===== config.mk =====
export PLATFORM = sky130hd
export DESIGN_NAME = prescale_filter
export DESIGN_NICKNAME = d
export VERILOG_FILES = /design/src/rtl/pf_pkg.sv /design/src/rtl/pf_src_sel.sv /design/src/rtl/pf_divider.sv /design/src/rtl/pf_glitch_filter.sv /design/src/rtl/prescale_filter.sv
export SDC_FILE = /design/constraint.sdc
export NUM_CORES = 1
export LEC_CHECK = 0
export ABC_AREA = 1
export CORE_UTILIZATION = 60
export DETAILED_ROUTE_END_ITERATION = 8
export PLACE_DENSITY_LB_ADDON = 0.25
export SLEW_MARGIN = 10
export SYNTH_ARGS = -nofsm -noshare
export SYNTH_HDL_FRONTEND = slang
export SYNTH_HIERARCHICAL = 1
export SYNTH_SLANG_ARGS = --single-unit

===== constraint.sdc =====
create_clock -name clk_i -period 2.2 [get_ports clk_i]
set_clock_uncertainty 0.05 [all_clocks]
set_input_delay 0.33 -clock clk_i [delete_from_list [all_inputs] [get_ports clk_i]]
set_output_delay 0.33 -clock clk_i [all_outputs]
set_load 0.02 [all_outputs]

===== src/rtl/pf_pkg.sv =====
package pf_pkg;
  parameter int unsigned NUM_SRC = 4;
  parameter int unsigned SCALE_W = 4;
  localparam int unsigned SEL_W  = $clog2(NUM_SRC);
  localparam int unsigned CNT_W  = 1 << SCALE_W;

  typedef logic [CNT_W-1:0] cnt_t;

  // last divider count before wrap: 2^(n+1)-1
  function automatic cnt_t div_last(input logic [SCALE_W-1:0] n);
    cnt_t ones;
    ones = '1;
    return ones >> (CNT_W - 1 - n);
  endfunction

  // last filter count before accept: 2^max(n,1)-1
  function automatic cnt_t flt_last(input logic [SCALE_W-1:0] n);
    cnt_t ones;
    logic [SCALE_W-1:0] ne;
    ones = '1;
    ne = (n == '0) ? SCALE_W'(1) : n;
    return ones >> (CNT_W - ne);
  endfunction
endpackage


===== src/rtl/pf_src_sel.sv =====
module pf_src_sel
  import pf_pkg::*;
(
  input  logic [NUM_SRC-1:0] stb_i,
  input  logic [SEL_W-1:0]   sel_i,
  output logic               stb_o
);
  logic [NUM_SRC-1:0] hit;

  for (genvar g = 0; g < NUM_SRC; g++) begin : g_src
    assign hit[g] = stb_i[g] && (sel_i == SEL_W'(g));
  end

  assign stb_o = |hit;
endmodule


===== src/rtl/pf_divider.sv =====
module pf_divider
  import pf_pkg::*;
(
  input  logic               clk_i,
  input  logic               rst_ni,
  input  logic               en_i,
  input  logic               bypass_i,
  input  logic               stb_i,
  input  logic [SCALE_W-1:0] scale_i,
  output logic               tick_o
);
  cnt_t cnt_q;
  logic tick_q;
  logic wrap;

  assign wrap = stb_i && (cnt_q >= div_last(scale_i));

  always_ff @(posedge clk_i or negedge rst_ni) begin
    if (!rst_ni) begin
      cnt_q  <= '0;
      tick_q <= 1'b0;
    end else if (!en_i || bypass_i) begin
      cnt_q  <= '0;
      tick_q <= en_i && stb_i;
    end else begin
      tick_q <= wrap;
      if (stb_i) cnt_q <= wrap ? '0 : cnt_q + 1'b1;
    end
  end

  assign tick_o = tick_q;

  // a tick only follows a strobe
  a_r2_tick_after_stb: assert property (@(posedge clk_i) disable iff (!rst_ni)
    tick_q |-> $past(stb_i));
  // no strobe means no count movement
  a_r2_hold_no_stb: assert property (@(posedge clk_i) disable iff (!rst_ni)
    (en_i && !bypass_i && !stb_i) |=> $stable(cnt_q));
endmodule


===== src/rtl/pf_glitch_filter.sv =====
module pf_glitch_filter
  import pf_pkg::*;
(
  input  logic               clk_i,
  input  logic               rst_ni,
  input  logic               en_i,
  input  logic               bypass_i,
  input  logic               stb_i,
  input  logic               pin_i,
  input  logic [SCALE_W-1:0] scale_i,
  output logic               level_o
);
  cnt_t cnt_q;
  logic level_q;
  logic accept;

  assign accept = stb_i && (pin_i != level_q) && (cnt_q >= flt_last(scale_i));

  always_ff @(posedge clk_i or negedge rst_ni) begin
    if (!rst_ni) begin
      cnt_q   <= '0;
      level_q <= 1'b0;
    end else if (!en_i) begin
      cnt_q   <= '0;
      level_q <= 1'b0;
    end else if (bypass_i) begin
      cnt_q   <= '0;
      level_q <= pin_i;
    end else if (pin_i == level_q) begin
      cnt_q   <= '0;
    end else if (accept) begin
      cnt_q   <= '0;
      level_q <= pin_i;
    end else if (stb_i) begin
      cnt_q   <= cnt_q + 1'b1;
    end
  end

  assign level_o = level_q;

  // agreement restarts the count
  a_r5_restart: assert property (@(posedge clk_i) disable iff (!rst_ni)
    (en_i && !bypass_i && (pin_i == level_o)) |=> (cnt_q == '0));
  // filtered level moves only on a strobe
  a_r4_level_needs_stb: assert property (@(posedge clk_i) disable iff (!rst_ni)
    (en_i && !bypass_i && !stb_i) |=> $stable(level_q));
endmodule


===== src/rtl/prescale_filter.sv =====
module prescale_filter
  import pf_pkg::*;
(
  input  logic               clk_i,
  input  logic               rst_ni,
  input  logic               enable_i,
  input  logic               pulse_mode_i,
  input  logic               bypass_i,
  input  logic [SEL_W-1:0]   src_sel_i,
  input  logic [SCALE_W-1:0] scale_i,
  input  logic [NUM_SRC-1:0] src_stb_i,
  input  logic               pin_i,
  output logic               tick_o,
  output logic               level_o
);
  logic sel_stb;
  logic div_en, flt_en;

  assign div_en = enable_i && !pulse_mode_i;
  assign flt_en = enable_i &&  pulse_mode_i;

  pf_src_sel u_sel (
    .stb_i (src_stb_i),
    .sel_i (src_sel_i),
    .stb_o (sel_stb)
  );

  pf_divider u_div (
    .clk_i    (clk_i),
    .rst_ni   (rst_ni),
    .en_i     (div_en),
    .bypass_i (bypass_i),
    .stb_i    (sel_stb),
    .scale_i  (scale_i),
    .tick_o   (tick_o)
  );

  pf_glitch_filter u_flt (
    .clk_i    (clk_i),
    .rst_ni   (rst_ni),
    .en_i     (flt_en),
    .bypass_i (bypass_i),
    .stb_i    (sel_stb),
    .pin_i    (pin_i),
    .scale_i  (scale_i),
    .level_o  (level_o)
  );

  a_r8_disable_clears: assert property (@(posedge clk_i) disable iff (!rst_ni)
    !enable_i |=> (!tick_o && !level_o));
  a_r9_no_tick_pulse: assert property (@(posedge clk_i) disable iff (!rst_ni)
    pulse_mode_i |=> !tick_o);
  a_r9_no_level_time: assert property (@(posedge clk_i) disable iff (!rst_ni)
    !pulse_mode_i |=> !level_o);
  a_r7_bypass_follow: assert property (@(posedge clk_i) disable iff (!rst_ni)
    (enable_i && pulse_mode_i && bypass_i) |=> (level_o == $past(pin_i)));
  a_r3_bypass_tick: assert property (@(posedge clk_i) disable iff (!rst_ni)
    (enable_i && !pulse_mode_i && bypass_i) |=> (tick_o == $past(src_stb_i[src_sel_i])));
  a_r1_tick_from_sel: assert property (@(posedge clk_i) disable iff (!rst_ni)
    tick_o |-> $past(src_stb_i[src_sel_i]));
endmodule


==> flow_summary.toml <==
[logic_synthesis]
ys_ff_latch = 34
synthDistinctLibCells = 37
postSynthCellCount = 456
synth_area_per_cell_um2 = 6.96
ys_seq_area_share_pct = 26.8
ys_async_sr_fraction_pct = 100
ys_warn_count = 6
synth_edf_count = 0
synth_ff_type = "dfrtp_1"
netlist_area_um2 = 3170
syn-num-nets = 508

[timing]
period_needed_ns = 2.37
fin_setup_tns_ns = -2.29
min_period_over_period_pct = 108
hold_violations = 0
max_slew.worst_pin.slew_ns = 0.453
maxSlewViolCount = 0
rsz0062_at_grt = "yes"
max_freq_ghz = 0.422
relSlewSlack_pct = 69.8
setup_violations = 17
setup_ws_ns = -0.170

[global_route]
grt_overflow_total = 0
grt.total_usage_pct = 29.7
antenna_found_initial = 0
grt_pass1_vias = 2859
grt_max_degree = 35
grt_pass1_wl_mm = 12.6

[critical_path]
crit_chain = "buf_8 -> nor2_4 -> a21oi_4 -> ha_4 -> ha_4 -> a21oi_4 -> a21oi_2 -> ha_1 -> nand2_1 -> inv_1 -> nand2_1 -> nor2_1 -> nor2_2 -> nand2_2 -> nand2_4 -> nand3_4 -> buf_12 -> o22ai_4"
worstSetupStartpointType = "primary input"
path_max_fanout = 5
critPathMaxStageDelay_ns = 0.31
cp_data_required_time_ns = 2.36
worst-setup-path-type = "in -> reg"
arrival_ns = 2.53
slowest_stage = "ha_1"
critPathBufInv = 3
endpoint_kind = "register"
reg2reg_from = "u_flt/cnt_q[11]"
startpoint = "scale_i[2]"
path_delay_family = "simple AND/OR/NAND/NOR gates"

[finish]
multi_input_area_um2 = 2200
layout.nets = 550
fin_cells = 568
drive_gt1_share_pct = 17.7
final_util_pct = 75.3
diodes = 0
syn_to_final_growth_pct = 21.1
fillers = 399
seqCellArea_um2 = 851

[clock_network]
cts_buffer_depth = 2
clk_pin_slew_ns = 0.07
cts_htree_levels = 2
clock_sinks = 34
cts-buffers-inserted = 5
cts-root-buf = "clkbuf_8"
clk_latency_ns = 0.28
cts_tree = "yes"

[place]
numPlacedInstances = 556
port_buffers = 17
place_congestion = 0.902
hpwl_mm = 5.74
place_worst_setup_slack_ns = -0.948

[power]
swShare_pct = 28.8
switchingPower_mw = 0.395
p_seq_share_pct = 46.6
vdd_drop_max_mv = 0.355
leakagePower_nw = 1.93
power_density_nw_per_um2 = 358
combPwrFrac_pct = 21.8
p_clk_share_pct = 31.7
report.power.total_mw = 1.37
internal_power_mw = 0.979

[route]
vias = 3137
routedWlPerCell_um = 13.9
drt-initial-drc-count = 199
viasPerCell = 5.52
wl_mm = 7.89
drc_errors = 0
ant_nets = 0
dr.pass1.iters = 5

[floorplanning]
coreArea_um2 = 5110
fp.dieW_um = 74.7
ioPinCount = 18
start_util_pct = 62.1
die_area_um2 = 5580
fp-row-count = 26
die_y_um = 74.7

[worst_hold_path]
hp-class = "in -> async"

[job]
cap_violations = 0

[status]
status = "finished, violations left"
violations = "setup timing"
==> synth_stat cells, types with 2 or more instances <==
| library cell | n | area [um2] |
|---|---|---|
| a21oi_1 | 27 | 135 |
| buf_2 | 2 | 10.0 |
| buf_6 | 3 | 33.8 |
| dfrtp_1 | 34 | 851 |
| ha_1 | 36 | 450 |
| inv_1 | 60 | 225 |
| inv_2 | 3 | 11.3 |
| nand2_1 | 147 | 552 |
| nand2_2 | 5 | 31.3 |
| nand3_1 | 19 | 95.1 |
| nand4_1 | 9 | 56.3 |
| nor2_1 | 38 | 143 |
| nor2_2 | 6 | 37.5 |
| nor2_4 | 2 | 22.5 |
| nor3_1 | 4 | 20.0 |
| nor3_2 | 2 | 20.0 |
| nor3b_1 | 2 | 15.0 |
| o21ai_0 | 12 | 60.1 |
| o21ai_1 | 2 | 10.0 |
| o21ai_2 | 2 | 17.5 |
| o21bai_1 | 5 | 37.5 |
| o22ai_2 | 7 | 87.6 |
| o31ai_1 | 3 | 22.5 |
| xnor2_1 | 4 | 35.0 |
| xor2_1 | 10 | 87.6 |
==> power groups by stage <==
| stage | Clock [mW] | Sequential [mW] | Combinational, mW |
|---|---|---|---|
| after floorplan | 0 | 0.652 | 0.153 |
| after global placement | 0 | 0.651 | 0.248 |
| after detailed placement | 0 | 0.651 | 0.260 |
| after CTS | 0.443 | 0.640 | 0.288 |
| after global routing | 0.469 | 0.641 | 0.334 |
| final | 0.435 | 0.640 | 0.299 |
==> layout by cell type (no fill, tap or decap), types with 11 or more instances in the layout <==
| master | Yosys | routed |
|---|---|---|
| buf_4 | 1 | 23 |
| nand3_1 | 19 | 19 |
| dfrtp_1 | 34 | 34 |
| ha_1 | 36 | 33 |
| nor2_1 | 38 | 37 |
| inv_1 | 60 | 57 |
| clkdlybuf4s50_1 | 0 | 13 |
| nand2_1 | 147 | 143 |
| a21oi_1 | 27 | 21 |
| o21ai_0 | 12 | 11 |
==> through the flow <==
stage | area [um2] | hold slack, ns
2_1_floorplan | 3210 | -0.0156
3_3_place_gp | 3570 | 0.486
3_5_place_dp | 3570 | 0.493
4_1_cts | 3790 | 0.406
5_1_grt | 3840 | 0.464
6_report | 3840 | 0.402
==> flip-flops by register name (all words and copies together), names as in the netlist <==
signal         cells
u_div/tick_o       1
u_flt/level_o      1
u_flt/cnt_q       16
u_div/cnt_q       16
==> worst register-to-register path: stages (launching register included) <==
cell	delay [ns]
dfrtp_1	0.47
ha_1	0.36
a21oi_1	0.13
o21ai_0	0.12
a21oi_2	0.23
nand3_4	0.16
buf_12	0.18
o22ai_4	0.10
==> cell type report <==
class	count	share of cell area (%)
inverters	64	6.32
clock buffers	7	1.99
multi-input cells	351	57.2
well taps	70	2.28
repair buffers	42	10.1
flip-flops and latches	34	22.1
==> repair_timing <==
action                                  4_1_cts  5_1_grt
pin swaps                                    20       10
hold buffers                                  0        0
cloned                                        1        0
resized for setup                            39       10
endpoints found under the setup margin       34       26
hold endpoints to repair                      0        0
buffers inserted                              4        0
==> path summary, 6_finish.rpt <==
kind                                         to  slack [ns]  cells past startpoint
worst max-delay path             u_flt/cnt_q[6]       -0.17                     18
worst min-delay path             u_flt/cnt_q[4]        0.40                      2
worst max register to register   u_flt/cnt_q[6]        0.33                      7
worst min register to register    u_flt/level_o        0.51                      2
max in group asynchronous       u_div/cnt_q[11]        1.37                      2
min in group clk_i                u_flt/level_o        0.51                      2
==> metal layers <==
metal  track usage (%)  share of wire [%]
met1              40.2                 45
met2              48.8                 47
met3              4.55                6.8
met4              9.85                1.2
met5                 0                  0
==> logic make-up after synthesis <==
kind of cell	share of synthesized area [%]
simple gates	32.7
buf+inv	9.31
compound gates	13.1
fa+ha+maj	14.2
flops	26.8
xor+xnor	3.86
(Power assumes the default switching activity.)
